**src/rtl/sprom_pkg.sv**
```systemverilog
package sprom_pkg;

  // read opcode including the always-one leading bit
  localparam logic [2:0] RD_OP = 3'b110;

  typedef enum logic [3:0] {
    E_IDLE,
    E_PRE,   // select low, clock low
    E_SEL,   // select high, clock low
    E_CLO,   // command bit, clock low
    E_CHI,   // command bit, clock high
    E_GAP,   // data-in back to 0
    E_DHI,   // data clock high, sample at end
    E_DLO,   // data clock low
    E_END    // select low
  } eng_st_t;

  typedef enum logic [1:0] {
    Q_IDLE,
    Q_SINGLE,
    Q_DET,
    Q_ID
  } seq_st_t;

endpackage

```
**src/rtl/sprom_tick.sv**
```systemverilog
module sprom_tick #(
  parameter int DIV_W = 8
) (
  input  logic             clk,
  input  logic             rst_n,
  input  logic [DIV_W-1:0] phase_len,
  input  logic             active,
  input  logic             restart,
  output logic             tick
);

  logic [DIV_W-1:0] cnt;
  logic [DIV_W-1:0] last;

  assign last = (phase_len == '0) ? '0 : phase_len - DIV_W'(1);
  assign tick = active && (cnt == last);

  always_ff @(posedge clk) begin
    if (!rst_n) begin
      cnt <= '0;
    end else if (restart || !active || tick) begin
      cnt <= '0;
    end else begin
      cnt <= cnt + DIV_W'(1);
    end
  end

endmodule

```
**src/rtl/sprom_engine.sv**
```systemverilog
module sprom_engine
  import sprom_pkg::*;
#(
  parameter int DATA_W    = 16,
  parameter int NARROW_AW = 6,
  parameter int WIDE_AW   = 8
) (
  input  logic               clk,
  input  logic               rst_n,
  input  logic               tick,
  input  logic               go,
  input  logic [WIDE_AW-1:0] go_addr,
  input  logic               go_wide,
  input  logic               ee_do,
  output logic               active,
  output logic               done,
  output logic [DATA_W-1:0]  word,
  output logic               ee_cs,
  output logic               ee_sk,
  output logic               ee_di
);

  localparam int CMD_W = 3 + WIDE_AW;
  localparam int PAD   = WIDE_AW - NARROW_AW;
  localparam int MAXN  = (CMD_W > DATA_W) ? CMD_W : DATA_W;
  localparam int CNT_W = $clog2(MAXN + 1);

  eng_st_t            st;
  logic [CMD_W-1:0]   cmd_sr;
  logic [CNT_W-1:0]   left;
  logic [DATA_W-1:0]  data_sr;
  logic [CMD_W-1:0]   cmd_wide;
  logic [CMD_W-1:0]   cmd_narrow;
  logic [CMD_W-1:0]   go_cmd;
  logic [CNT_W-1:0]   go_len;
  logic               load;

  assign cmd_wide = {RD_OP, go_addr};

  // narrow commands are left-aligned so the MSB always leaves first
  generate
    if (PAD > 0) begin : g_pad
      assign cmd_narrow = {RD_OP, go_addr[NARROW_AW-1:0], {PAD{1'b0}}};
    end else begin : g_nopad
      assign cmd_narrow = cmd_wide;
    end
  endgenerate

  assign go_cmd = go_wide ? cmd_wide : cmd_narrow;
  assign go_len = go_wide ? CNT_W'(CMD_W) : CNT_W'(CMD_W - PAD);
  assign done   = (st == E_END) && tick;
  assign load   = go && ((st == E_IDLE) || done);
  assign active = (st != E_IDLE);
  assign word   = data_sr;

  assign ee_cs = (st == E_SEL) || (st == E_CLO) || (st == E_CHI) ||
                 (st == E_GAP) || (st == E_DHI) || (st == E_DLO);
  assign ee_sk = (st == E_CHI) || (st == E_DHI);
  assign ee_di = ((st == E_CLO) || (st == E_CHI)) && cmd_sr[CMD_W-1];

  always_ff @(posedge clk) begin
    if (!rst_n) begin
      st      <= E_IDLE;
      cmd_sr  <= '0;
      left    <= '0;
      data_sr <= '0;
    end else if (load) begin
      st     <= E_PRE;
      cmd_sr <= go_cmd;
      left   <= go_len;
    end else if (tick) begin
      case (st)
        E_PRE: st <= E_SEL;
        E_SEL: st <= E_CLO;
        E_CLO: st <= E_CHI;
        E_CHI: begin
          cmd_sr <= cmd_sr << 1;
          left   <= left - CNT_W'(1);
          st     <= (left == CNT_W'(1)) ? E_GAP : E_CLO;
        end
        E_GAP: begin
          left <= CNT_W'(DATA_W);
          st   <= E_DHI;
        end
        E_DHI: begin
          data_sr <= {data_sr[DATA_W-2:0], ee_do};
          st      <= E_DLO;
        end
        E_DLO: begin
          left <= left - CNT_W'(1);
          st   <= (left == CNT_W'(1)) ? E_END : E_DHI;
        end
        default: st <= E_IDLE;
      endcase
    end
  end

endmodule

```
**src/rtl/sprom_seq.sv**
```systemverilog
module sprom_seq
  import sprom_pkg::*;
#(
  parameter int          DATA_W   = 16,
  parameter int          WIDE_AW  = 8,
  parameter int          ID_BASE  = 7,
  parameter int          ID_WORDS = 3,
  parameter logic [15:0] SIG      = 16'h8129
) (
  input  logic                         clk,
  input  logic                         rst_n,
  input  logic                         req_valid,
  input  logic                         req_ident,
  input  logic                         req_wide,
  input  logic [WIDE_AW-1:0]           req_addr,
  output logic                         req_ready,
  output logic                         busy,
  input  logic                         done,
  input  logic [DATA_W-1:0]            word,
  output logic                         go,
  output logic [WIDE_AW-1:0]           go_addr,
  output logic                         go_wide,
  output logic                         rd_valid,
  output logic [DATA_W-1:0]            rd_data,
  output logic                         ident_valid,
  output logic [ID_WORDS*DATA_W-1:0]   ident_mac,
  output logic                         wide_detected
);

  localparam int IDX_W = (ID_WORDS > 1) ? $clog2(ID_WORDS) : 1;
  localparam int MAC_W = ID_WORDS * DATA_W;

  seq_st_t                 q;
  logic [IDX_W-1:0]        idx;
  logic [DATA_W-1:0]       shadow [ID_WORDS-1];
  logic [MAC_W-1:0]        mac_next;
  logic                    sig_hit;
  logic                    last;

  assign sig_hit   = (word == DATA_W'(SIG));
  assign last      = (idx == IDX_W'(ID_WORDS - 1));
  assign req_ready = (q == Q_IDLE);
  assign busy      = (q != Q_IDLE);

  // earlier words from the shadow, final word straight from the engine
  generate
    for (genvar k = 0; k < ID_WORDS - 1; k++) begin : g_mac
      assign mac_next[k*DATA_W +: DATA_W] = shadow[k];
    end
  endgenerate
  assign mac_next[(ID_WORDS-1)*DATA_W +: DATA_W] = word;

  always_comb begin
    go      = 1'b0;
    go_addr = '0;
    go_wide = 1'b0;
    case (q)
      Q_IDLE: begin
        if (req_valid) begin
          go = 1'b1;
          if (req_ident) begin
            go_addr = '0;
            go_wide = 1'b1;
          end else begin
            go_addr = req_addr;
            go_wide = req_wide;
          end
        end
      end
      Q_DET: begin
        if (done) begin
          go      = 1'b1;
          go_addr = WIDE_AW'(ID_BASE);
          go_wide = sig_hit;
        end
      end
      Q_ID: begin
        if (done && !last) begin
          go      = 1'b1;
          go_addr = WIDE_AW'(ID_BASE) + WIDE_AW'(idx) + WIDE_AW'(1);
          go_wide = wide_detected;
        end
      end
      default: ;
    endcase
  end

  always_ff @(posedge clk) begin
    if (!rst_n) begin
      q             <= Q_IDLE;
      idx           <= '0;
      rd_valid      <= 1'b0;
      rd_data       <= '0;
      ident_valid   <= 1'b0;
      ident_mac     <= '0;
      wide_detected <= 1'b0;
      for (int k = 0; k < ID_WORDS - 1; k++) shadow[k] <= '0;
    end else begin
      rd_valid    <= 1'b0;
      ident_valid <= 1'b0;
      case (q)
        Q_IDLE: begin
          if (req_valid) q <= req_ident ? Q_DET : Q_SINGLE;
        end
        Q_SINGLE: begin
          if (done) begin
            rd_data  <= word;
            rd_valid <= 1'b1;
            q        <= Q_IDLE;
          end
        end
        Q_DET: begin
          if (done) begin
            wide_detected <= sig_hit;
            idx           <= '0;
            q             <= Q_ID;
          end
        end
        Q_ID: begin
          if (done) begin
            if (last) begin
              ident_mac   <= mac_next;
              ident_valid <= 1'b1;
              q           <= Q_IDLE;
            end else begin
              shadow[idx] <= word;
              idx         <= idx + IDX_W'(1);
            end
          end
        end
        default: q <= Q_IDLE;
      endcase
    end
  end

endmodule

```
**src/rtl/sprom_reader.sv**
```systemverilog
module sprom_reader #(
  parameter int          DIV_W     = 8,
  parameter int          DATA_W    = 16,
  parameter int          NARROW_AW = 6,
  parameter int          WIDE_AW   = 8,
  parameter int          ID_BASE   = 7,
  parameter int          ID_WORDS  = 3,
  parameter logic [15:0] SIG       = 16'h8129
) (
  input  logic                       clk,
  input  logic                       rst_n,
  input  logic [DIV_W-1:0]           phase_len,
  input  logic                       req_valid,
  output logic                       req_ready,
  input  logic                       req_ident,
  input  logic                       req_wide,
  input  logic [WIDE_AW-1:0]         req_addr,
  output logic                       busy,
  output logic                       rd_valid,
  output logic [DATA_W-1:0]          rd_data,
  output logic                       ident_valid,
  output logic [ID_WORDS*DATA_W-1:0] ident_mac,
  output logic                       wide_detected,
  output logic                       ee_cs,
  output logic                       ee_sk,
  output logic                       ee_di,
  input  logic                       ee_do
);

  logic               tick;
  logic               eng_active;
  logic               eng_done;
  logic [DATA_W-1:0]  eng_word;
  logic               go;
  logic [WIDE_AW-1:0] go_addr;
  logic               go_wide;

  sprom_tick #(.DIV_W(DIV_W)) u_tick (
    .clk       (clk),
    .rst_n     (rst_n),
    .phase_len (phase_len),
    .active    (eng_active),
    .restart   (go),
    .tick      (tick)
  );

  sprom_engine #(
    .DATA_W    (DATA_W),
    .NARROW_AW (NARROW_AW),
    .WIDE_AW   (WIDE_AW)
  ) u_engine (
    .clk     (clk),
    .rst_n   (rst_n),
    .tick    (tick),
    .go      (go),
    .go_addr (go_addr),
    .go_wide (go_wide),
    .ee_do   (ee_do),
    .active  (eng_active),
    .done    (eng_done),
    .word    (eng_word),
    .ee_cs   (ee_cs),
    .ee_sk   (ee_sk),
    .ee_di   (ee_di)
  );

  sprom_seq #(
    .DATA_W   (DATA_W),
    .WIDE_AW  (WIDE_AW),
    .ID_BASE  (ID_BASE),
    .ID_WORDS (ID_WORDS),
    .SIG      (SIG)
  ) u_seq (
    .clk           (clk),
    .rst_n         (rst_n),
    .req_valid     (req_valid),
    .req_ident     (req_ident),
    .req_wide      (req_wide),
    .req_addr      (req_addr),
    .req_ready     (req_ready),
    .busy          (busy),
    .done          (eng_done),
    .word          (eng_word),
    .go            (go),
    .go_addr       (go_addr),
    .go_wide       (go_wide),
    .rd_valid      (rd_valid),
    .rd_data       (rd_data),
    .ident_valid   (ident_valid),
    .ident_mac     (ident_mac),
    .wide_detected (wide_detected)
  );

endmodule

```
**config.mk**
```make
export PLATFORM = sky130hd
export DESIGN_NAME = sprom_reader
export DESIGN_NICKNAME = d
export VERILOG_FILES = /design/src/rtl/sprom_pkg.sv /design/src/rtl/sprom_tick.sv /design/src/rtl/sprom_engine.sv /design/src/rtl/sprom_seq.sv /design/src/rtl/sprom_reader.sv
export SDC_FILE = /design/constraint.sdc
export NUM_CORES = 1
export LEC_CHECK = 0
export ABC_AREA = 1
export BUFFER_PORTS_ARGS = -buffer_cell sky130_fd_sc_hd__buf_4
export CAP_MARGIN = 20
export CORE_UTILIZATION = 40
export CTS_CLUSTER_SIZE = 8
export DETAILED_ROUTE_END_ITERATION = 10
export GPL_ROUTABILITY_DRIVEN = 0
export SLEW_MARGIN = 20
export SYNTH_ARGS = -nofsm -noshare
export SYNTH_HDL_FRONTEND = slang
export SYNTH_SLANG_ARGS = --single-unit
```
**constraint.sdc**
```tcl
create_clock -name clk -period 3.9 [get_ports clk]
set_input_delay 0.585 -clock clk [delete_from_list [all_inputs] [get_ports clk]]
set_output_delay 0.585 -clock clk [all_outputs]
set_load 0.005 [all_outputs]
```
Word-level counts from Yosys, hierarchy flattened:

Memory sizes are Yosys's and may differ from the RTL's. A register that Yosys moved wholly into a read port is not among the register bits.
Index checks and enable logic that the tools add are counted.

* flip-flop bits (word level): 115
* memory bits (writable): 32
* input port bits: 22
* output and inout port bits: 72
* word-level logic and storage cells: 133
* memories: 1

* add/subtract/negate cells: 6
* equality and inequality tests: 21
* muxes and demuxes: 48
* bitwise logic cells: 2
* reduce and logical (&&, ||, !) cells: 42

Memories
* u_seq.shadow: depth 2, bits a word 16, rd ports 2, clocked after memory_dff 2, write ports 2, RTL line sprom_seq.sv:35 `logic [DATA_W-1:0] shadow [ID_WORDS-1];`

Operator list (number)
* $mux 8: 5
* $mux 11: 3
* $pmux 4 s7: 1
* $pmux 8 s3: 1
* $mux 1: 18
* $mux 2: 9
* $add 8x1->8 const B: 2
* $eq 16x16->1 const B: 1
* $eq 4x3->1 const B: 4
* $mux 16: 1
* $reduce_or 16->1: 1
* $logic_or 1x1->1: 10
* $mux 5: 2
* $ne 2x2->1 const B: 5
* $pmux 5 s2: 1
* $reduce_and 2->1: 5
* $reduce_and 3->1: 3
* $eq 4x2->1 const B: 2
* $eq 8x8->1: 1
* $logic_not 8->1: 1
* $pmux 2 s4: 1
* $reduce_bool 2->1: 4
* $sub 8x1->8 const B: 1
* $eq 2x2->1 const B: 3
* 22 further kinds: 34

Longest topological paths before layout:

* depth in word-level cells: 11
* depth in mapped cells: 19
* depth with buffers taken out: 18

By module:

Synthesis repeated with hierarchy kept, for this count alone.

* cells, all modules: 826
* area, all modules: 6431.2 um^2

By module, submodules not included
* sprom_seq: times used 1, cells an instance 436, area an instance 3882.5 um^2, sequential area each 2382.3 um^2
* sprom_engine: times used 1, cells an instance 273, area an instance 1849.3 um^2, sequential area each 720.7 um^2
* sprom_tick: times used 1, cells an instance 117, area an instance 699.4 um^2, sequential area each 160.2 um^2

Least setup slack after synthesis:

OpenSTA, ideal clock, no wires.

* kind: input -> register
* from: input phase_len[0]
* to: memory u_seq.shadow[1][0], enable pin
* setup time: 0.411 ns
* arrival time: 3.090 ns
* data required time: 3.489 ns
* slack: 0.399 ns
* stages on the path: 13
* buffers on the path: 1
* cells stage by stage: inv_1 ha_1 nand2_2 inv_2 nand2_2 buf_6 nand3b_1 nand2_1 nor2_1 nand3_2 nor2_8 nand3_2 o21ai_0

RTL lines
* start: declaration: RTL line sprom_reader.sv:12 `input logic [DIV_W-1:0] phase_len,`
* end: declaration: RTL line sprom_seq.sv:35

Final worst setup path:

* from: input phase_len[0]
* to: register u_seq.ident_mac[21], read port of u_seq.shadow

* cells in the longest elaborated chain, start to end: 6
* elaborated cells on any way between the ends: 7
* those cells by class: add/sub (1); eq/ne (1); mux (1); reduce/logical (4)

RTL lines
* $sub 8x1->8 or $logic_not 8->1 (tied branches): RTL line sprom_tick.sv:15 `assign last = (phase_len == '0) ? '0 : phase_len - DIV_W'(1);`
* $mux 8 (*): RTL line sprom_tick.sv:15
* $eq 8x8->1 (*): RTL line sprom_tick.sv:16 `assign tick = active && (cnt == last);`
* $logic_and 1x1->1 (*): RTL line sprom_tick.sv:16
* $logic_and 1x1->1 (*): RTL line sprom_engine.sv:51 `assign done = (st == E_END) && tick;`
* $reduce_and 3->1 (no line) (*)
* end: declaration: RTL line sprom_seq.sv:26 `output logic [ID_WORDS*DATA_W-1:0] ident_mac,`

Every way passes the cells marked *; elsewhere a longest branch is shown, timed or not.
A chain may end at the register's enable or synchronous reset.

==> flow_metrics.env <==
export IMPL_outcome="complete, no violations"
export IMPL_worstPathArrival_ps=3140
export IMPL_final_common_cell="inv_1"
export IMPL_finClkSkew_ps=12.39
export IMPL_max_clock_path_buffers=2
export IMPL_drc=0
export IMPL_die_h_um=128.9
export IMPL_cts_sinks=147
export IMPL_dieWidth_um=128.9
export IMPL_nets=899
export IMPL_hold_path_end="u_seq.ident_mac[9]"
export IMPL_ctsHoldBuffers=0
export IMPL_grt_max_degree=98
export IMPL_maxSlewHeadroom=0.4581
export IMPL_min_path_type="flop to flop"
export IMPL_layout_common_cells="inv_1 (132), dfxtp_1 (115), buf_4 (100)"
export IMPL_fillCellCount=1553
export IMPL_drtPass1Iterations=5
export IMPL_wl_um=14370
export IMPL_hp_start="u_seq.ident_mac[9]"
export IMPL_r2r_cells=14
export IMPL_avgSynthCellArea_sq_um=8.209
export IMPL_endpoint_kind="flop"
export IMPL_initial_core_util=0.4071
export IMPL_postRouteAntennaNets=0
export IMPL_clock_latency_ps=420
export IMPL_crit_chain="buf_4 > inv_1 > ha_1 > nand2_2 > inv_2 > nand2_2 > nand3b_1 > nand2_1 > nor2_1 > nand3_2 > nor2_8 > nand2_2 > inv_2 > nand3_2 > buf_4 > o21ai_0 > a21oi_1"
export IMPL_crit_top_cell="nand2_2"
export IMPL_cp_start_kind="input pin"
export IMPL_placed_area_sq_mm=0.007282
export IMPL_syn_num_nets=814
export IMPL_post_cts_resized=0
export IMPL_maxCapViolations=0
export IMPL_synth_simple_gate_area_share=0.1713
export IMPL_fin_area_sq_mm=0.007860
export IMPL_multi_input_area_sq_mm=0.002484
export IMPL_setup_tns_final_ps=0
export IMPL_hold_depth=2
export IMPL_grt_pass1_vias=4682
export IMPL_yosysUniqueCellTypes=40
export IMPL_hold_viol=0
export IMPL_yosys_most_used_dff="dfxtp_1"
export IMPL_synth_top_family_by_area="compound AO/OA/AOI/OAI gates"
export IMPL_finalPower_mw=3.365
export IMPL_cts_root_buf="clkbuf_16"
export IMPL_clk_pin_slew_worst_paths_ps=60
export IMPL_overflow=0
export IMPL_fp_coreArea_sq_mm=0.01583
export IMPL_ys_ff_latch=147
export IMPL_slew_viol_final=0
export IMPL_dp_slack_ps=590.7
export IMPL_grt_pass1_wl_um=23560
export IMPL_netlist_area_sq_mm=0.006444
export IMPL_max_stage_delay_ps=400
export IMPL_io_buffer_count=93
export IMPL_async_flop_share=0
export IMPL_worstReg2RegStart="u_engine.st[0]"
export IMPL_fmax_ghz=0.3488
export IMPL_p_leak_nw=3.065
export IMPL_area_delta_synth_final_pct=21.98
export IMPL_viasPerCell=4.767
export IMPL_r2r_end="u_seq.ident_mac[21]"
export IMPL_syn_instance_count=785
export IMPL_yosysWarnings=0
export IMPL_cp_slowest_cell="o21ai_0"
export IMPL_critPathMaxFanout=97
export IMPL_ys_seq_area_frac=0.5064
export IMPL_rsz0062_at_grt="no"
export IMPL_r2r_slack_ps=1150
export IMPL_synthAdderAreaFrac=0.01359
export IMPL_num_antenna_cells=0
export IMPL_htree_num_levels=4
export IMPL_min_period_ps=2867
export IMPL_drive_gt1_frac=0.1903
export IMPL_muxShareOfSynthArea=0
export IMPL_cts_tree="done"
export IMPL_dieArea_sq_mm=0.01662
export IMPL_peakVddDrop_mv=0.3380
export IMPL_whs_ps=444.7
export IMPL_critPathRequiredTime_ps=4180
export IMPL_grt_antenna_before_repair=0
export IMPL_worst_slew_pin_slew_ps=812.9
export IMPL_rows=46
export IMPL_cts_buffers=17
export IMPL_hpwl_um=9792
export IMPL_worstSetupPathType="input pin to flop"
export IMPL_cts_setup_buffers=0
export IMPL_synth_xor_area_frac=0.01223
export IMPL_synth_edff_count=32
export IMPL_register_area_sq_mm=0.003263
export IMPL_synth_compound_area_frac=0.1883
export IMPL_wire_per_inst_um=13.07
export IMPL_drt_iter0_drc=371
export IMPL_finalSetupViolations=0
export IMPL_setup_ws_ps=1033
export IMPL_grtUsageTotal=0.1823
export IMPL_fin_crit_sh=0.7352
export IMPL_vias=5239
export IMPL_io_pins=94
export IMPL_p_per_area_mw_per_mm2=428.1
[cell families after synthesis]
group                      count (synthesis)
xor gates and xnor gates                   9
DFF                                      147
and+or+nand+nor                          238
buffers and inverters                    171
AOI/OAI and AO/OA                        213
adders and majority gates                  7
[metal layers]
layer	share of wire	track usage	wire length, um	up-vias
li1	-	-	-	2741
met1	0.50	0.2565	7113	2369
met2	0.45	0.2738	6398	113
met3	0.047	0.03950	680	16
met4	0.012	0.06713	174	0
met5	0	0	0	-
[worst max-delay path by stage]
| stage | cells after the start | slack, ps | startpoint | endpoint |
|---|---|---|---|---|
| 3_3_place_gp | 17 | 630 | phase_len[0] | u_seq.ident_mac[21] |
| 2_1_floorplan | 13 | 400 | phase_len[0] | u_seq.shadow[1][0] |
| 3_5_place_dp | 17 | 590 | phase_len[0] | u_seq.ident_mac[21] |
| 4_1_cts | 17 | 1040 | phase_len[0] | u_seq.ident_mac[21] |
| 5_1_grt | 17 | 690 | phase_len[0] | u_seq.ident_mac[21] |
| 6_report | 17 | 1030 | phase_len[0] | u_seq.ident_mac[21] |
[synthesized netlist by cell type (2+ instances only)]
library cell    n  area share
nor2_1         92       0.054
a211oi_1        7      0.0082
clkbuf_1       21       0.012
nand2_1        79       0.046
o22ai_1         3      0.0029
nand3_1        27       0.021
nand3b_1        3      0.0035
xor2_1          6      0.0082
o21ai_0        88       0.068
nand4_1        12       0.012
nand2_2         4      0.0039
buf_2           5      0.0039
o21ai_1         3      0.0023
nor3_1          4      0.0031
nor2_2          2      0.0019
nand3_2         7       0.011
inv_1         132       0.077
inv_2           4      0.0023
a21oi_1        88       0.068
ha_1            7       0.014
edfxtp_1       32        0.15
buf_6           6       0.010
o211ai_1        5      0.0058
dfxtp_1       115        0.36
xnor2_1         3      0.0041
a31oi_1         3      0.0029
a211oi_2       14       0.027
[power by group]
| group | switching, mW | total, mW | internal, mW |
|---|---|---|---|
| Clock | 0.659 | 1.58 | 0.918 |
| Combinational | 0.121 | 0.186 | 0.0653 |
| Sequential | 0.0165 | 1.60 | 1.58 |
| Total | 0.797 | 3.36 | 2.57 |
[final cells by class]
type | count | share of cell area
Multi-Input combinational cell | 467 | 0.3160
Clock buffer | 21 | 0.06272
Tap cell | 216 | 0.03438
Timing Repair Buffer | 100 | 0.09551
Clock inverter | 11 | 0.01082
Sequential cell | 147 | 0.4152
Inverter | 137 | 0.06542
[flip-flops by register name, summed over array words and instances, names as in the netlist, 2 cells and up]
name,flops
u_engine.cmd_sr,11
u_engine.left,5
u_engine.st,4
u_engine.word,16
u_seq.ident_mac,48
u_seq.idx,2
u_seq.q,2
u_seq.rd_data,16
u_seq.shadow,32
u_tick.cnt,8
[per-stage QoR]
stage / cells / utilization
floorplan: 785 / -
global placement: 1067 / 0.4601
detailed placement: 1067 / 0.4601
CTS: 1099 / 0.4966
global route: 1099 / 0.4966
finish: 1099 / 0.4966
[critical path, delay by kind of cell]
family          cells  cell delay [ps]
compound gates      2              460
fa+ha+maj           1              220
buf+inv             5              750
simple gates        9             1080
Power figures use the tool's default switching activity.
